<file path="src/rtl/exc_ctrl_unit.sv">
module exc_ctrl_unit #(
  parameter int XLEN = 32,
  parameter int NIRQ = 6
) (
  input  logic            clk,
  input  logic            rst_n,
  input  logic [4:0]      csr_sel,
  input  logic            csr_we,
  input  logic [XLEN-1:0] csr_wdata,
  output logic [XLEN-1:0] csr_rdata,
  input  logic [XLEN-1:0] ex_pc,
  input  logic            ex_in_slot,
  input  logic            fetch_bad,
  input  logic            sys_call,
  input  logic            ovf_check,
  input  logic            sign_a,
  input  logic            sign_b,
  input  logic            sign_res,
  input  logic            mem_rd,
  input  logic            mem_wr,
  input  logic            mem_misalign,
  input  logic            mem_prot,
  input  logic [XLEN-1:0] mem_addr,
  input  logic            ret_exc,
  input  logic [NIRQ-1:0] irq_lines,
  output logic            take_exc,
  output logic [3:0]      exc_code,
  output logic            user_mode,
  output logic            irq_en
);
  localparam logic [4:0] SEL_BADA = 5'd8;
  localparam logic [4:0] SEL_STAT = 5'd12;
  localparam logic [4:0] SEL_CAUS = 5'd13;
  localparam logic [4:0] SEL_RETA = 5'd14;
  localparam int MLO = 10;
  localparam int MHI = MLO + NIRQ - 1;

  logic [XLEN-1:0] bad_addr, ret_addr;
  logic [NIRQ-1:0] irq_mask;
  logic [5:0]      mstack;
  logic [3:0]      cause_code;
  logic            cause_slot;

  logic ovf_hit, dat_hit, irq_hit, sync_hit;

  assign user_mode = mstack[1];
  assign irq_en    = mstack[0];

  assign ovf_hit  = ovf_check && (sign_a == sign_b) && (sign_res != sign_a);
  assign dat_hit  = (mem_rd || mem_wr) && (mem_misalign || (mem_prot && user_mode));
  assign irq_hit  = irq_en && |(irq_lines & irq_mask);
  assign sync_hit = fetch_bad || sys_call || ovf_hit || dat_hit;
  assign take_exc = sync_hit || irq_hit;

  always_comb begin
    if (fetch_bad)    exc_code = 4'd4;
    else if (sys_call) exc_code = 4'd8;
    else if (ovf_hit)  exc_code = 4'd12;
    else if (dat_hit)  exc_code = mem_wr ? 4'd5 : 4'd4;
    else               exc_code = 4'd0;
  end

  always_comb begin
    csr_rdata = '0;
    case (csr_sel)
      SEL_BADA: csr_rdata = bad_addr;
      SEL_STAT: begin
        csr_rdata[MHI:MLO] = irq_mask;
        csr_rdata[5:0]     = mstack;
      end
      SEL_CAUS: begin
        csr_rdata[XLEN-1]  = cause_slot;
        csr_rdata[MHI:MLO] = irq_lines;
        csr_rdata[5:2]     = cause_code;
      end
      SEL_RETA: csr_rdata = ret_addr;
      default:  csr_rdata = '0;
    endcase
  end

  always_ff @(posedge clk) begin
    if (!rst_n) begin
      bad_addr   <= '0;
      ret_addr   <= '0;
      irq_mask   <= '0;
      mstack     <= '0;
      cause_code <= '0;
      cause_slot <= 1'b0;
    end else if (take_exc) begin
      mstack     <= {mstack[3:0], 2'b00};
      cause_code <= exc_code;
      cause_slot <= ex_in_slot;
      ret_addr   <= ex_in_slot ? ex_pc - XLEN'(4) : ex_pc;
      if (fetch_bad)
        bad_addr <= ex_pc;
      else if (dat_hit && !sys_call && !ovf_hit)
        bad_addr <= mem_addr;
    end else if (ret_exc && !user_mode) begin
      mstack[1:0] <= mstack[3:2];
    end else if (csr_we) begin
      case (csr_sel)
        SEL_STAT: begin
          irq_mask <= csr_wdata[MHI:MLO];
          mstack   <= csr_wdata[5:0];
        end
        SEL_RETA: ret_addr <= csr_wdata;
        default: ;
      endcase
    end
  end

  assert_push_on_take_R3: assert property (@(posedge clk) disable iff (!rst_n)
    take_exc |=> (mstack == {$past(mstack[3:0]), 2'b00}) && (irq_mask == $past(irq_mask)));

  assert_rfe_pop_R4: assert property (@(posedge clk) disable iff (!rst_n)
    (ret_exc && !take_exc && !user_mode) |=>
      (mstack[1:0] == $past(mstack[3:2])) && (mstack[5:2] == $past(mstack[5:2])));

  assert_rfe_user_noeffect_R4: assert property (@(posedge clk) disable iff (!rst_n)
    (ret_exc && !take_exc && user_mode) |=> $stable(mstack));

  assert_no_irq_when_off_R5: assert property (@(posedge clk) disable iff (!rst_n)
    (!irq_en && !fetch_bad && !sys_call && !ovf_check && !mem_rd && !mem_wr) |-> !take_exc);

  assert_ret_addr_R7: assert property (@(posedge clk) disable iff (!rst_n)
    take_exc |=> ret_addr == ($past(ex_in_slot) ? $past(ex_pc) - XLEN'(4) : $past(ex_pc)));

  assert_cause_hold_R6: assert property (@(posedge clk) disable iff (!rst_n)
    !take_exc |=> $stable(cause_code) && $stable(cause_slot));

  assert_kernel_after_take_R12: assert property (@(posedge clk) disable iff (!rst_n)
    take_exc |=> !user_mode && !irq_en);

  assert_sync_beats_irq_R11: assert property (@(posedge clk) disable iff (!rst_n)
    (sys_call || fetch_bad) |-> (take_exc && exc_code != 4'd0));
endmodule

</file>
<file path="config.mk">
export PLATFORM = sky130hd
export DESIGN_NAME = exc_ctrl_unit
export DESIGN_NICKNAME = d
export VERILOG_FILES = /design/src/rtl/exc_ctrl_unit.sv
export SDC_FILE = /design/constraint.sdc
export NUM_CORES = 1
export LEC_CHECK = 0
export CAP_MARGIN = 0
export CORE_AREA = 2 2 112 114
export CTS_BUF_LIST = sky130_fd_sc_hd__clkbuf_4 sky130_fd_sc_hd__clkbuf_8
export DETAILED_ROUTE_END_ITERATION = 10
export DIE_AREA = 0 0 114 116
export PLACE_DENSITY = 0.74
export SLEW_MARGIN = 20
export SYNTH_ARGS = -nofsm -noshare
export SYNTH_HDL_FRONTEND = slang
export SYNTH_SLANG_ARGS = --single-unit
</file>
<file path="constraint.sdc">
create_clock -name clk -period 6.2 [get_ports clk]
set_input_delay 1.24 -clock clk [delete_from_list [all_inputs] [get_ports clk]]
set_output_delay 1.24 -clock clk [all_outputs]
set_load 0.02 [all_outputs]
</file>
==> results of run 1 <==
[power groups by stage]
stage	Clock (uW)	Sequential, uW	Combinational [uW]
floorplan	0	579	127
CTS	489	575	257
global route	512	580	279
finish	485	576	256
global placement	0	588	249
detailed placement	0	587	255
[layout make-up]
class                   count  area share, %
well taps                 147           2.79
inverters                   9          0.513
multi-input cells         402           43.4
repair buffers            169           25.2
clock inverters             5           1.58
clock buffers              11           2.20
flip-flops and latches     80           24.3
[synthesized netlist by cell type, types with 3 or more instances]
cell      number
a211oi_1      51
a21boi_0      10
a21oi_1       18
a222oi_1       4
a22o_1        22
a22oi_1       19
buf_1          7
buf_2          4
clkbuf_1      38
dfxtp_1       80
inv_1          8
mux2i_1       69
nand2_1       24
nand3_1        9
nand3b_1       4
nand4_1        6
nor2_1        65
nor3_1        13
nor4_1        10
o211a_1        3
o21ai_0        7
o31a_1         5
o41ai_1        3
or4_1          5
xnor2_1       15
xor2_1         7
[critical path: cells and delay by family]
family                 cells  cell delay, ns
buffers and inverters      4            1.58
AOI/OAI and AO/OA          1            0.16
and+or+nand+nor            2            0.73
[sequential cells by signal, indices dropped and copies added, names as in the netlist]
signal,cells
irq_mask,6
cause_slot,1
cause_code,3
ret_addr,32
bad_addr,32
mstack,6
[layer usage]
metal | up-vias | track usage [%] | wire (um)
li1 | 2287 | - | -
met1 | 2226 | 28.4 | 6600
met2 | 194 | 39.7 | 7380
met3 | 17 | 3.45 | 958
met4 | 0 | 9.27 | 232
met5 | - | 0 | 0
[final timing paths]
check	startpoint	endpoint	slack [ns]	cells past startpoint
max	csr_sel[2]	csr_rdata[1]	1.24	7
min	irq_mask[5]	irq_mask[5]	0.49	2
max reg2reg	mstack[1]	mstack[0]	3.85	6
min reg2reg	irq_mask[5]	irq_mask[5]	0.49	2
[kinds of logic after synthesis]
group | after synthesis | synth area share [%]
AOI/OAI and AO/OA | 151 | 24.1
xor gates and xnor gates | 22 | 4.13
adders and majority gates | 1 | 0.268
buffers and inverters | 59 | 4.93
DFF | 80 | 34.3
muxes | 69 | 14.8
other | 1 | 0.0803
and+or+nand+nor | 158 | 17.4
[per-stage QoR]
stage / cells / utilization [%] / total power [uW]
floorplan: 541 / - / 706
global placement: 807 / 53.2 / 837
detailed placement: 807 / 53.2 / 842
CTS: 823 / 55.3 / 1320
global route: 823 / 55.3 / 1370
finish: 823 / 55.3 / 1320
==> flow_metrics.tcl, run 1 <==
set metrics [dict create \
    ys_seq_elements 80 \
    overflow 0 \
    fp.dieW_um 114 \
    grt_max_degree 68 \
    finalSetupTns_ns 0 \
    drt_iter0_drc 265 \
    holdCritPathClass "flip-flop to flip-flop" \
    maxSlewViolCount 0 \
    p_sw_uw 347 \
    yosysWarnings 0 \
    hold-worst-slack_ns 0.493 \
    vias 4724 \
    dieArea_um2 13200 \
    cts_buffer_depth 2 \
    leakagePower_uw 0.00268 \
    cts.sinks 80 \
    cts_tree "yes" \
    tightest_slew_ns 0.920 \
    clk_latency_ns 0.37 \
    root_buffer "clkbuf_8" \
    pwr-share-comb_pct 19.4 \
    synth-edff-count 0 \
    crit_path_frequent_cell "clkdlybuf4s50_1" \
    ioPinCount 161 \
    core_area_um2 11900 \
    layout-drive-gt1-share_pct 5.47 \
    async_reset_ff_share_pct 0 \
    status "complete, no violations" \
    ys_top_cells_by_area "dfxtp_1 (34%), mux2i_1 (15%), a211oi_1 (8.2%)" \
    rsz0062_at_grt "false" \
    cts_buffers 9 \
    setup_viol 0 \
    slew_headroom_pct 38.6 \
    antenna_found_initial 0 \
    period_needed_ns 4.96 \
    fp.dieH_um 116 \
    nNetsFinal 794 \
    slowest_delay_ns 0.59 \
    route.detailed.drc 0 \
    synthCells 541 \
    power.density_nw_per_um2 200 \
    syn_to_final_growth_pct 41.2 \
    final_common_cell "clkdlybuf4s50_1" \
    nFillCells 1069 \
    drtPass1Iterations 7 \
    cts.repair.resized 0 \
    period_share_pct 80.0 \
    final_cell_mix "clkdlybuf4s50_1 (158), dfxtp_1 (80), mux2i_1 (69), nor2_1 (64), a211oi_1 (51)" \
    track_usage_pct 22.8 \
    synth_fp_nets 664 \
    place.port_buffers 159 \
    swShare_pct 26.3 \
    fin_ws_ns 1.24 \
    start_kind "input pin" \
    synth_cell_type_count 52 \
    p_clk_share_pct 36.8 \
    syn_area_um2 4670 \
    seq_area_um2 1600 \
    critical-path-slowest-cell "clkdlybuf4s50_1" \
    synth-seq-area-share_pct 34.3 \
    cp.arrival_ns 3.72 \
    worstSetupEndpointType "primary output" \
    grt_pass1_vias 4782 \
    postCtsSetupBuffers 0 \
    crit_type "input pin to primary output" \
    synth-main-ff-cell "dfxtp_1" \
    clk_pin_slew_ns 0.09 \
    antennaDiodeCount 0 \
    synth.avg_cell_area_um2 8.63 \
    wl_um 15200 \
    gp_congestion 0.853 \
    pre_cts_ws_ns 1.28 \
    critPathRequiredTime_ns 4.96 \
    cts_hold_buf 0 \
    synth_top_area_share_pct 34.3 \
    placed_area_um2 6340 \
    multiInputGateArea_um2 2860 \
    vdd_drop_max_v 0.0000896 \
    hold_violations 0 \
    cap_viol_max_count 0 \
    start_util_pct 39.2 \
    path_cells "clkdlybuf4s50_1 -> and3b_1 -> and2_1 -> buf_4 -> a222oi_1 -> inv_1 -> clkdlybuf4s50_1" \
    h-tree-depth 3 \
    avgViaCountPerCell 5.74 \
    yosysTopAreaCell "dfxtp_1" \
    fmax_ghz 0.202 \
    final_antenna_net_count 0 \
    share_seq_of_total_power_pct 43.7 \
    hpwl_um 11000 \
    wl_per_cell_um 18.4 \
    grt_pass1_wl_um 23900 \
    critPathMaxFanout 21 \
    num_rows 40 \
    fin_area_um2 6590 \
    internal_power_uw 971 \
    fin_skew_ns 0.0120 \
]
No activity file was read; power rests on OpenSTA's default activity.
==> run 2, diff against run 1 <==
==> constraint.sdc (replaced) <==
create_clock -name clk -period 5.1 [get_ports clk]
set_input_delay 1.02 -clock clk [delete_from_list [all_inputs] [get_ports clk]]
set_output_delay 1.02 -clock clk [all_outputs]
set_load 0.02 [all_outputs]
==> run 2 against run 1 <==
  * Combinational power increased by 22%
  * Via count decreased by 0.95%
  * Sequential power increased by 21%
  * Cell area decreased by 0.99%
  * Routed wire length decreased by 2.4%
  * First-iteration DRC count increased by 0.75%
  * Clock power decreased by 2%
  * Worst setup slack got worse by 0.41 ns
  * Sequential share of layout area increased by 0.24 points
==> flow_metrics.tcl, run 2 (synthesized netlist as in run 1, its figures left out) <==
set metrics [dict create \
    pwr-share-comb_pct 21.0 \
    hpwl_um 10500 \
    cts.sinks 80 \
    drtPass1Iterations 5 \
    start_util_pct 39.2 \
    clk_pin_slew_ns 0.08 \
    layout-drive-gt1-share_pct 5.33 \
    final_antenna_net_count 0 \
    maxSlewViolCount 0 \
    fin_area_um2 6530 \
    holdCritPathClass "flip-flop to flip-flop" \
    placed_area_um2 6330 \
    track_usage_pct 22.0 \
    finalSetupTns_ns 0 \
    vdd_drop_max_v 0.000160 \
    root_buffer "clkbuf_8" \
    avgViaCountPerCell 5.69 \
    crit_type "input pin to primary output" \
    crit_family "buffers and inverters" \
    period_needed_ns 4.27 \
    cts_buffers 9 \
    setup_viol 0 \
    hold_violations 0 \
    hp-start "irq_mask[3]" \
    grt_pass1_wl_um 22900 \
    worstSetupEndpointType "primary output" \
    slew_headroom_pct 28.5 \
    clk_latency_ns 0.36 \
    cap_viol_max_count 0 \
    num_rows 40 \
    antenna_found_initial 0 \
    h-tree-depth 3 \
    critical-path-slowest-cell "clkdlybuf4s50_1" \
    fmax_ghz 0.234 \
    fp.dieH_um 116 \
    postLayoutCoreUtil_pct 54.8 \
    share_seq_of_total_power_pct 47.0 \
    rsz0062_at_grt "false" \
    ioPinCount 161 \
    hold_end "irq_mask[3]" \
    worst-path-buf-inv 4 \
    final_common_cell "clkdlybuf4s50_1" \
    overflow 0 \
    swShare_pct 27.4 \
    slowest_delay_ns 0.55 \
    p_clk_share_pct 32.0 \
    start_kind "input pin" \
    drt_iter0_drc 267 \
    cts_buffer_depth 2 \
    r2r-end "mstack[0]" \
    fin_skew_ns 0.00875 \
    status "complete, no violations" \
    gp_congestion 0.864 \
    antennaDiodeCount 0 \
    wl_per_cell_um 18.0 \
    whs_path_depth 2 \
    grt_max_degree 68 \
    leakagePower_uw 0.00265 \
    postCtsSetupBuffers 0 \
    path_cells "clkdlybuf4s50_1 -> and3b_1 -> and2_1 -> buf_4 -> a222oi_1 -> inv_1 -> clkdlybuf4s50_1" \
    core_area_um2 11900 \
    route.detailed.drc 0 \
    period_share_pct 83.7 \
    final_cell_mix "clkdlybuf4s50_1 (158), dfxtp_1 (80), mux2i_1 (69), nor2_1 (64), a211oi_1 (51)" \
    vias 4679 \
    tightest_slew_ns 1.07 \
    nNetsFinal 793 \
    wl_um 14800 \
    r2r_cells 6 \
    grt_pass1_vias 4600 \
    cts.repair.resized 0 \
    largestRegisters "bad_addr x32, ret_addr x32" \
    critPathRequiredTime_ns 4.08 \
    dieArea_um2 13200 \
    fp.dieW_um 114 \
    timing.rr.start "mstack[1]" \
    internal_power_uw 1080 \
    place.port_buffers 159 \
    power.density_nw_per_um2 227 \
    cts_tree "yes" \
    cp.arrival_ns 3.25 \
    p_sw_uw 407 \
    reg2reg_slack_ns 2.76 \
    cts_hold_buf 0 \
    crit_path_frequent_cell "clkdlybuf4s50_1" \
    syn_to_final_growth_pct 39.8 \
    critPathMaxFanout 32 \
]
==> run 2: final cells by class <==
type / instances / area (um^2)
inverter: 9 / 33.8
fill: 1086 / 5390
tap: 147 / 184
clock inverter: 4 / 45.0
sequential: 80 / 1600
multi-input combinational: 402 / 2860
timing repair buffer: 168 / 1650
clock buffer: 12 / 146
==> run 2: worst max-delay path by stage <==
stage | cells past startpoint | slack [ns] | from | endpoint
after floorplan | 4 | 1.85 | csr_sel[4] | csr_rdata[31]
after global placement | 6 | 0.85 | ovf_check | take_exc
after detailed placement | 7 | 0.84 | csr_sel[4] | csr_rdata[31]
after CTS | 7 | 0.83 | csr_sel[4] | csr_rdata[31]
after global routing | 6 | 0.65 | ovf_check | take_exc
final | 7 | 0.83 | csr_sel[4] | csr_rdata[31]
==> run 2: power by group through the flow <==
stage | clock network (uW) | registers (uW) | logic (uW)
2_1_floorplan | 0 | 704 | 155
6_report | 475 | 697 | 312
3_5_place_dp | 0 | 712 | 310
3_3_place_gp | 0 | 709 | 305
4_1_cts | 482 | 697 | 312
5_1_grt | 507 | 702 | 339
==> run 2: routing by layer <==
layer | part of all wire [%] | wire length [um] | track usage, %
met1 | 44 | 6480 | 28.0
met2 | 48 | 7150 | 37.2
met3 | 5.6 | 822 | 3.40
met4 | 2.4 | 352 | 9.43
met5 | 0 | 0 | 0
==> run 2: tightest hold or removal path, delay by kind of cell (launching register included) <==
| kind | cells | cell delay, ns |
|---|---|---|
| simple gates | 1 | 0.06 |
| flops | 1 | 0.33 |
| compound gates | 1 | 0.07 |
==> run 2: stage by stage <==
| stage | instances | total power [uW] | setup slack, ns | hold WS (ns) |
|---|---|---|---|---|
| floorplan | 541 | 858 | 1.85 | 0.457 |
| global placement | 806 | 1010 | 0.850 | 0.471 |
| detailed placement | 806 | 1020 | 0.845 | 0.481 |
| CTS | 822 | 1490 | 0.827 | 0.492 |
| global route | 822 | 1550 | 0.651 | 0.525 |
| finish | 822 | 1480 | 0.832 | 0.497 |
